File: config.mk
export PLATFORM = sky130hd
export DESIGN_NAME = uc_seq
export DESIGN_NICKNAME = d
export VERILOG_FILES = /design/src/rtl/uc_pkg.sv /design/src/rtl/uc_prescale.sv /design/src/rtl/uc_ref_cnt.sv /design/src/rtl/uc_bcd_cnt.sv /design/src/rtl/uc_seq.sv
export SDC_FILE = /design/constraint.sdc
export NUM_CORES = 1
export LEC_CHECK = 0
export ABC_AREA = 1
export BUFFER_PORTS_ARGS = -buffer_cell sky130_fd_sc_hd__buf_4
export CAP_MARGIN = 20
export CORE_UTILIZATION = 25
export CTS_CLUSTER_SIZE = 28
export DETAILED_ROUTE_END_ITERATION = 8
export PLACE_DENSITY = 0.44
export SLEW_MARGIN = 20
export SYNTH_ARGS = -nofsm -noshare
export SYNTH_HDL_FRONTEND = slang
export SYNTH_SLANG_ARGS = --single-unit
File: constraint.sdc
create_clock -name clk_i -period 4 [get_ports clk_i]
set_input_delay 0.2 -clock clk_i [delete_from_list [all_inputs] [get_ports clk_i]]
set_output_delay 0.2 -clock clk_i [all_outputs]
set_load 0.02 [all_outputs]
File: src/rtl/uc_pkg.sv
package uc_pkg;
  localparam logic [2:0] FN_FREQ  = 3'd0;
  localparam logic [2:0] FN_PER   = 3'd1;
  localparam logic [2:0] FN_RATIO = 3'd2;
  localparam logic [2:0] FN_TI    = 3'd3;
  localparam logic [2:0] FN_TOT   = 3'd4;
  localparam logic [2:0] FN_OSC   = 3'd5;

  typedef enum logic [1:0] {
    ST_ARM  = 2'd0,
    ST_RUN  = 2'd1,
    ST_DEAD = 2'd2
  } st_e;
endpackage

File: src/rtl/uc_prescale.sv
module uc_prescale #(
  parameter int unsigned DIV_HI = 100000,
  parameter int unsigned DIV_LO = 10000
) (
  input  logic clk_i,
  input  logic rst_ni,
  input  logic tick_i,
  input  logic lo_sel_i,
  output logic ref_o
);
  localparam int unsigned CW = $clog2(DIV_HI + 1);
  localparam logic [CW-1:0] LIM_HI = CW'(DIV_HI - 1);
  localparam logic [CW-1:0] LIM_LO = CW'(DIV_LO - 1);

  logic [CW-1:0] cnt_q;
  logic [CW-1:0] lim;

  assign lim   = lo_sel_i ? LIM_LO : LIM_HI;
  // >= so a divisor switch mid-count cannot stall
  assign ref_o = tick_i && (cnt_q >= lim);

  always_ff @(posedge clk_i or negedge rst_ni) begin
    if (!rst_ni)     cnt_q <= '0;
    else if (tick_i) cnt_q <= ref_o ? '0 : cnt_q + 1'b1;
  end


  ref_gap_chk: assert property (@(posedge clk_i) disable iff (!rst_ni)
    ref_o |=> !ref_o);
endmodule

File: src/rtl/uc_ref_cnt.sv
module uc_ref_cnt #(
  parameter int unsigned RANGES = 4
) (
  input  logic                      clk_i,
  input  logic                      rst_ni,
  input  logic                      clr_i,
  input  logic                      ev_i,
  input  logic [$clog2(RANGES)-1:0] exp_i,
  output logic                      last_o
);
  localparam int unsigned RW = $clog2(RANGES);

  function automatic int unsigned pow10(input int unsigned e);
    int unsigned v = 1;
    for (int unsigned i = 0; i < e; i++) v = v * 10;
    return v;
  endfunction

  localparam int unsigned MAX_N = pow10(RANGES - 1);
  localparam int unsigned CW    = $clog2(MAX_N + 1);

  logic [CW-1:0] cnt_q;
  logic [CW-1:0] tgt;

  always_comb begin
    tgt = '0;
    for (int unsigned r = 0; r < RANGES; r++)
      if (exp_i == RW'(r)) tgt = CW'(pow10(r) - 1);
  end

  assign last_o = ev_i && (cnt_q == tgt);

  always_ff @(posedge clk_i or negedge rst_ni) begin
    if (!rst_ni)    cnt_q <= '0;
    else if (clr_i) cnt_q <= '0;
    else if (ev_i)  cnt_q <= last_o ? '0 : cnt_q + 1'b1;
  end


  ref_wrap_chk: assert property (@(posedge clk_i) disable iff (!rst_ni)
    last_o |=> (cnt_q == '0));
endmodule

File: src/rtl/uc_bcd_cnt.sv
module uc_bcd_cnt #(
  parameter int unsigned DIGITS = 8
) (
  input  logic                  clk_i,
  input  logic                  rst_ni,
  input  logic                  clr_i,
  input  logic                  inc_i,
  output logic [DIGITS*4-1:0]   cnt_o,
  output logic                  ovf_o
);
  logic [DIGITS:0] cy;
  logic            ovf_q;

  assign cy[0] = inc_i;

  for (genvar g = 0; g < DIGITS; g++) begin : g_dig
    logic [3:0] d_q;
    assign cy[g+1]       = cy[g] && (d_q == 4'd9);
    assign cnt_o[g*4+:4] = d_q;

    always_ff @(posedge clk_i or negedge rst_ni) begin
      if (!rst_ni)    d_q <= '0;
      else if (clr_i) d_q <= '0;
      else if (cy[g]) d_q <= (d_q == 4'd9) ? 4'd0 : d_q + 4'd1;
    end


    digit_range_chk: assert property (@(posedge clk_i) disable iff (!rst_ni)
      d_q <= 4'd9);
  end

  always_ff @(posedge clk_i or negedge rst_ni) begin
    if (!rst_ni)            ovf_q <= 1'b0;
    else if (clr_i)         ovf_q <= 1'b0;
    else if (cy[DIGITS])    ovf_q <= 1'b1;
  end

  assign ovf_o = ovf_q;


  ovf_sticky_chk: assert property (@(posedge clk_i) disable iff (!rst_ni)
    (ovf_q && !clr_i) |=> ovf_q);
endmodule

File: src/rtl/uc_seq.sv
module uc_seq
  import uc_pkg::*;
#(
  parameter int unsigned DIGITS     = 8,
  parameter int unsigned RANGES     = 4,
  parameter int unsigned DIV_HI     = 100000,
  parameter int unsigned DIV_LO     = 10000,
  parameter int unsigned DEAD_REFS  = 20,
  parameter int unsigned STORE_REFS = 4,
  parameter int unsigned RST_AT     = 10,
  parameter int unsigned RST_REFS   = 4
) (
  input  logic                      clk_i,
  input  logic                      rst_ni,
  input  logic                      tick_i,
  input  logic                      in_a_i,
  input  logic                      in_b_i,
  input  logic [2:0]                func_i,
  input  logic [$clog2(RANGES)-1:0] range_i,
  input  logic                      ext_en_i,
  input  logic                      ext_gate_i,
  input  logic                      hold_i,
  input  logic                      clr_i,
  input  logic                      mhz1_i,
  output logic [DIGITS*4-1:0]       disp_o,
  output logic                      ovf_o,
  output logic                      meas_o,
  output logic                      store_o,
  output logic                      rst_o
);
  localparam int unsigned RW = $clog2(RANGES);
  localparam int unsigned NW = DIGITS * 4;
  localparam int unsigned DW = $clog2(DEAD_REFS + 1);
  localparam logic [DW-1:0] D_LAST = DW'(DEAD_REFS - 1);
  localparam logic [DW-1:0] S_END  = DW'(STORE_REFS);
  localparam logic [DW-1:0] R_BEG  = DW'(RST_AT);
  localparam logic [DW-1:0] R_END  = DW'(RST_AT + RST_REFS);

  st_e           st_q, st_d;
  logic [DW-1:0] dcnt_q;
  logic          a_q, b_q, a_fall, b_fall;
  logic [2:0]    func_q;
  logic [RW-1:0] rng_q;
  logic          ext_q;
  logic          ti_on_q, ti_on_d;
  logic          entry_q;
  logic [NW-1:0] disp_q, main_cnt;
  logic          ovf_q, main_ovf;
  logic          ref_tick, ref_last;
  logic          tot, ti, func_chg, rng_chg, abort;
  logic          main_ev, ref_ev, open_ev, close_ev, main_inc, main_clr;

  // event edges
  assign a_fall = a_q && !in_a_i;
  assign b_fall = b_q && !in_b_i;

  assign tot      = (func_i == FN_TOT);
  assign ti       = (func_i == FN_TI);
  assign func_chg = (func_i != func_q);
  assign rng_chg  = !tot && ((range_i != rng_q) || (ext_en_i != ext_q));
  assign abort    = func_chg || rng_chg || clr_i || (hold_i && !tot);

  // routing
  always_comb begin
    unique case (func_i)
      FN_PER:   begin main_ev = tick_i; ref_ev = a_fall;            open_ev = a_fall;   end
      FN_RATIO: begin main_ev = a_fall; ref_ev = b_fall;            open_ev = b_fall;   end
      FN_TI:    begin main_ev = tick_i; ref_ev = b_fall && ti_on_q; open_ev = a_fall;   end
      FN_OSC:   begin main_ev = tick_i; ref_ev = ref_tick;          open_ev = ref_tick; end
      default:  begin main_ev = a_fall; ref_ev = ref_tick;          open_ev = ref_tick; end
    endcase
    if (ext_en_i) open_ev = ref_tick && ext_gate_i;
  end

  assign close_ev = ext_en_i ? (ref_tick && !ext_gate_i) : ref_last;

  always_comb begin
    st_d = st_q;
    if (abort || tot) st_d = ST_ARM;
    else begin
      unique case (st_q)
        ST_ARM:  if (open_ev)                       st_d = ST_RUN;
        ST_RUN:  if (close_ev)                      st_d = ST_DEAD;
        ST_DEAD: if (ref_tick && dcnt_q == D_LAST)  st_d = ST_ARM;
        default:                                    st_d = ST_ARM;
      endcase
    end
  end

  always_comb begin
    ti_on_d = 1'b0;
    if (st_d == ST_RUN && ti && !ext_en_i) begin
      if (st_q == ST_ARM) ti_on_d = 1'b1;
      else                ti_on_d = ti_on_q ? !b_fall : a_fall;
    end
  end

  assign store_o  = (st_q == ST_DEAD) && (dcnt_q < S_END);
  assign rst_o    = (st_q == ST_DEAD) && (dcnt_q >= R_BEG) && (dcnt_q < R_END);
  assign meas_o   = (st_q != ST_DEAD);
  assign main_clr = abort || rst_o;
  assign main_inc = tot ? a_fall
                        : ((st_q == ST_RUN) && main_ev && (!ti || ext_en_i || ti_on_q));

  always_ff @(posedge clk_i or negedge rst_ni) begin
    if (!rst_ni) begin
      st_q    <= ST_ARM;
      dcnt_q  <= '0;
      a_q     <= 1'b0;
      b_q     <= 1'b0;
      func_q  <= FN_FREQ;
      rng_q   <= '0;
      ext_q   <= 1'b0;
      ti_on_q <= 1'b0;
      entry_q <= 1'b0;
    end else begin
      st_q    <= st_d;
      a_q     <= in_a_i;
      b_q     <= in_b_i;
      func_q  <= func_i;
      rng_q   <= range_i;
      ext_q   <= ext_en_i;
      ti_on_q <= ti_on_d;
      entry_q <= (st_q != ST_DEAD) && (st_d == ST_DEAD);
      if (st_q != ST_DEAD) dcnt_q <= '0;
      else if (ref_tick)   dcnt_q <= dcnt_q + 1'b1;
    end
  end

  // display latches
  always_ff @(posedge clk_i or negedge rst_ni) begin
    if (!rst_ni) begin
      disp_q <= '0;
      ovf_q  <= 1'b0;
    end else if (clr_i) begin
      disp_q <= '0;
      ovf_q  <= 1'b0;
    end else if (tot) begin
      if (!hold_i) begin
        disp_q <= main_cnt;
        ovf_q  <= main_ovf;
      end
    end else if (entry_q) begin
      disp_q <= main_cnt;
      ovf_q  <= main_ovf;
    end
  end

  assign disp_o = disp_q;
  assign ovf_o  = ovf_q;

  uc_prescale #(.DIV_HI(DIV_HI), .DIV_LO(DIV_LO)) u_pre (
    .clk_i    (clk_i),
    .rst_ni   (rst_ni),
    .tick_i   (tick_i),
    .lo_sel_i (mhz1_i),
    .ref_o    (ref_tick)
  );

  uc_ref_cnt #(.RANGES(RANGES)) u_ref (
    .clk_i  (clk_i),
    .rst_ni (rst_ni),
    .clr_i  ((st_q != ST_RUN) || abort),
    .ev_i   ((st_q == ST_RUN) && ref_ev && !ext_en_i),
    .exp_i  (range_i),
    .last_o (ref_last)
  );

  uc_bcd_cnt #(.DIGITS(DIGITS)) u_main (
    .clk_i  (clk_i),
    .rst_ni (rst_ni),
    .clr_i  (main_clr),
    .inc_i  (main_inc),
    .cnt_o  (main_cnt),
    .ovf_o  (main_ovf)
  );


  abort_rearm_chk: assert property (@(posedge clk_i) disable iff (!rst_ni)
    (func_i != func_q) |=> (meas_o && !store_o));


  clr_zero_chk: assert property (@(posedge clk_i) disable iff (!rst_ni)
    clr_i |=> (disp_o == '0 && !ovf_o));


  hold_clear_chk: assert property (@(posedge clk_i) disable iff (!rst_ni)
    (hold_i && func_i != FN_TOT) |=> (main_cnt == '0));


  close_store_chk: assert property (@(posedge clk_i) disable iff (!rst_ni)
    $fell(meas_o) |-> store_o);


  tot_hold_chk: assert property (@(posedge clk_i) disable iff (!rst_ni)
    (hold_i && func_i == FN_TOT && !clr_i) |=> $stable(disp_o));
endmodule

==> flow_summary.toml <==
[run_status]
status = "finished with violations"
violations = "hold timing"

[global_routing]
grt_usage_pct = 11.92
grt_pass1_wl_mm = 22.83
grt_pass1_vias = 4603
overflow = 0
grt_antenna_before_repair = 0
grt_start_max_net_pins = 67

[setup_path]
crit_type = "in2reg"
worstSetupEndpointType = "flip-flop"
rrSetupSlack_ns = 1.54
rr_startpoint = "u_pre.cnt_q[8]"
cp_cell_sequence = "dlygate4sd3_1 > buf_4 > inv_1 > nand3_1 > o31ai_1 > nand2_1 > nor2_2 > buf_4 > inv_1 > nor2_1 > nand2_1 > o21ai_0"
slowest_stage = "dlygate4sd3_1"
crit_family = "buffers and inverters"
crit_arrival_ns = 2.89
slowest_delay_ns = 0.57
crit_path_max_fanout = 16
critPathLaunchType = "primary input"
required_ns = 4.28
worstRegToRegCells = 15
r2r_end = "entry_q"
path_buf_inv = 5

[clock_tree]
clk_pin_slew_ns = 0.08
h-tree-depth = 3
post_cts_resized = 0
cts_buffers = 9
clock_sinks = 110
cts_tree = "done"
clkLatencyLatePin_ns = 0.35
root_buffer = "clkbuf_16"
clk_path_buf_depth = 2

[die]
core_area_um2 = 22850
rows = 55
die_x_um = 155.2
io_pins = 51
die_y_um = 155.2
start_util_pct = 25.70
dieArea_um2 = 24100

[yosys]
post-synth-top-area-cell = "dfrtp_1"
synth-seq-cells = 110
synth_cell_types = 38
async_flop_share_pct = 100.0
synth_common_cells = "dfrtp_1, inv_1, nand2_1"
synth_warnings = 0
syn_area_um2 = 5871
syn_nets = 751
synth_edf_count = 0
yosys-top-cells-area = "dfrtp_1, nand3_1, inv_1, nand2_1, ha_1"
postSynthCellCount = 711
synth_top_area_share_pct = 46.89
yosysMostFrequentCell = "dfrtp_1"
syn_area_per_cell_um2 = 8.257
ys_seq_area_share_pct = 46.89
synth_ff_type = "dfrtp_1"

[timing]
hold_ws_ns = -0.03786
slew_violations = 0
timing.final.crit_period_ns = 2.619
hold_viol = 62
setup_tns_ns = 0
skew_ns = 0.01029
grt_setup_unrepaired = "false"
setup_viol = 0
slew_headroom_pct = 41.13
worstMarginPinSlew_ns = 0.8831
fmax_ghz = 0.3818
period_share_pct = 65.47

[power]
leakage_nw = 3.182
max-vdd-ir-drop_mv = 0.1430
p_per_area_nw_per_um2 = 337.3

[hold_path]
hold_class = "in2async"

[route]
wl_mm = 13.41
remaining_drc_errors = 0
dr_total_vias = 4613
viasPerCell = 4.256
first_pass_iters = 4
drt_iter0_drc = 174
ant_nets = 0
post_drt_wl_per_cell_um = 12.37

[cells_and_area]
synthToLayoutAreaGrowth_pct = 18.65
drive_above_1_share_pct = 13.23
fin_nets = 806
stdcell_area_um2 = 6965
num_antenna_cells = 0

[place]
io_buffers = 50
dpl_cell_area_um2 = 6609
gp_congestion = 0.7677
dp.final_hpwl_mm = 9.503

[run]
cap_violations = 0
-- routing by layer --
layer  track usage [%]  vias to the layer above  share of wire (%)
met5                 0                        -                  0
met4             4.762                        0                1.3
met3             2.061                        9                3.1
met2             18.38                       47                 43
met1             16.53                     2121                 52
li1                  -                     2436                  -
-- logic make-up after synthesis --
family	share of synthesized area, %
XOR/XNOR	3.282
adder cells (fa/ha/maj)	5.328
buffers and inverters	8.738
flip-flops	46.89
AND/OR/NAND/NOR	25.11
AO/OA/AOI/OAI	10.66
-- sequential cells by signal (all words and copies together) (netlist names), 2 cells and up --
name,count
st_q,2
func_q,3
u_main.g_dig.d_q,32
dcnt_q,5
disp_o,32
u_pre.cnt_q,17
rng_q,2
u_ref.cnt_q,10
-- cell usage in the layout (no fill, tap or decap), drive strengths merged, types with 6 or more instances in the layout --
cell      n
inv     112
nor2     75
a21oi    31
o22ai     7
dfrtp   110
o21ai    73
buf      55
ha       25
clkinv    6
nand3    93
clkbuf   12
nand2    96
xor2     18
nor3     17
nand4    11
nor3b     7
-- repair_timing --
item | CTS | global route
hold endpoints to repair | 4 | 0
hold buffers | 4 | 0
buffers inserted | 0 | 0
-- where the power goes --
group          total, W  switching (W)  internal (W)  leakage, nW
logic          0.000196       0.000131     0.0000659         1.52
registers       0.00117      0.0000282       0.00115         1.51
clock network  0.000979       0.000414      0.000566        0.157
-- how the worst max path moves through the flow --
| stage | slack [ns] | from | cells after the start | endpoint |
|---|---|---|---|---|
| 4_1_cts | 1.32 | func_i[1] | 12 | u_main.g_dig[4].d_q[1] |
| 2_1_floorplan | 2.21 | u_pre.cnt_q[8] | 14 | u_ref.cnt_q[6] |
| 3_3_place_gp | 1.40 | clr_i | 12 | u_main.g_dig[4].d_q[1] |
| 6_report | 1.38 | func_i[1] | 12 | u_main.g_dig[4].d_q[1] |
| 5_1_grt | 1.07 | func_i[1] | 12 | u_main.g_dig[4].d_q[1] |
| 3_5_place_dp | 1.27 | clr_i | 12 | u_main.g_dig[4].d_q[2] |
-- cell type report --
class	count	area, um2
well taps	313	391.6
repair buffers	59	452.9
inverters	116	435.4
clock inverters	4	70.07
multi-input cells	470	2616
fillers	2479	15880
flip-flops and latches	110	2753
clock buffers	12	246.5
-- through the flow --
stage / instances / setup slack (ns) / power, W / hold slack, ns / util [%]
finish: 1084 / 1.381 / 0.002349 / -0.03786 / 30.49
global route: 1084 / 1.074 / 0.002460 / 0.01056 / 30.49
CTS: 1084 / 1.323 / 0.002396 / 0.003809 / 30.49
detailed placement: 1064 / 1.269 / 0.001396 / 0.3367 / 28.93
global placement: 1064 / 1.403 / 0.001396 / 0.3347 / 28.93
floorplan: 711 / 2.208 / 0.001315 / -0.09559 / -
(Power assumes the default switching activity.)
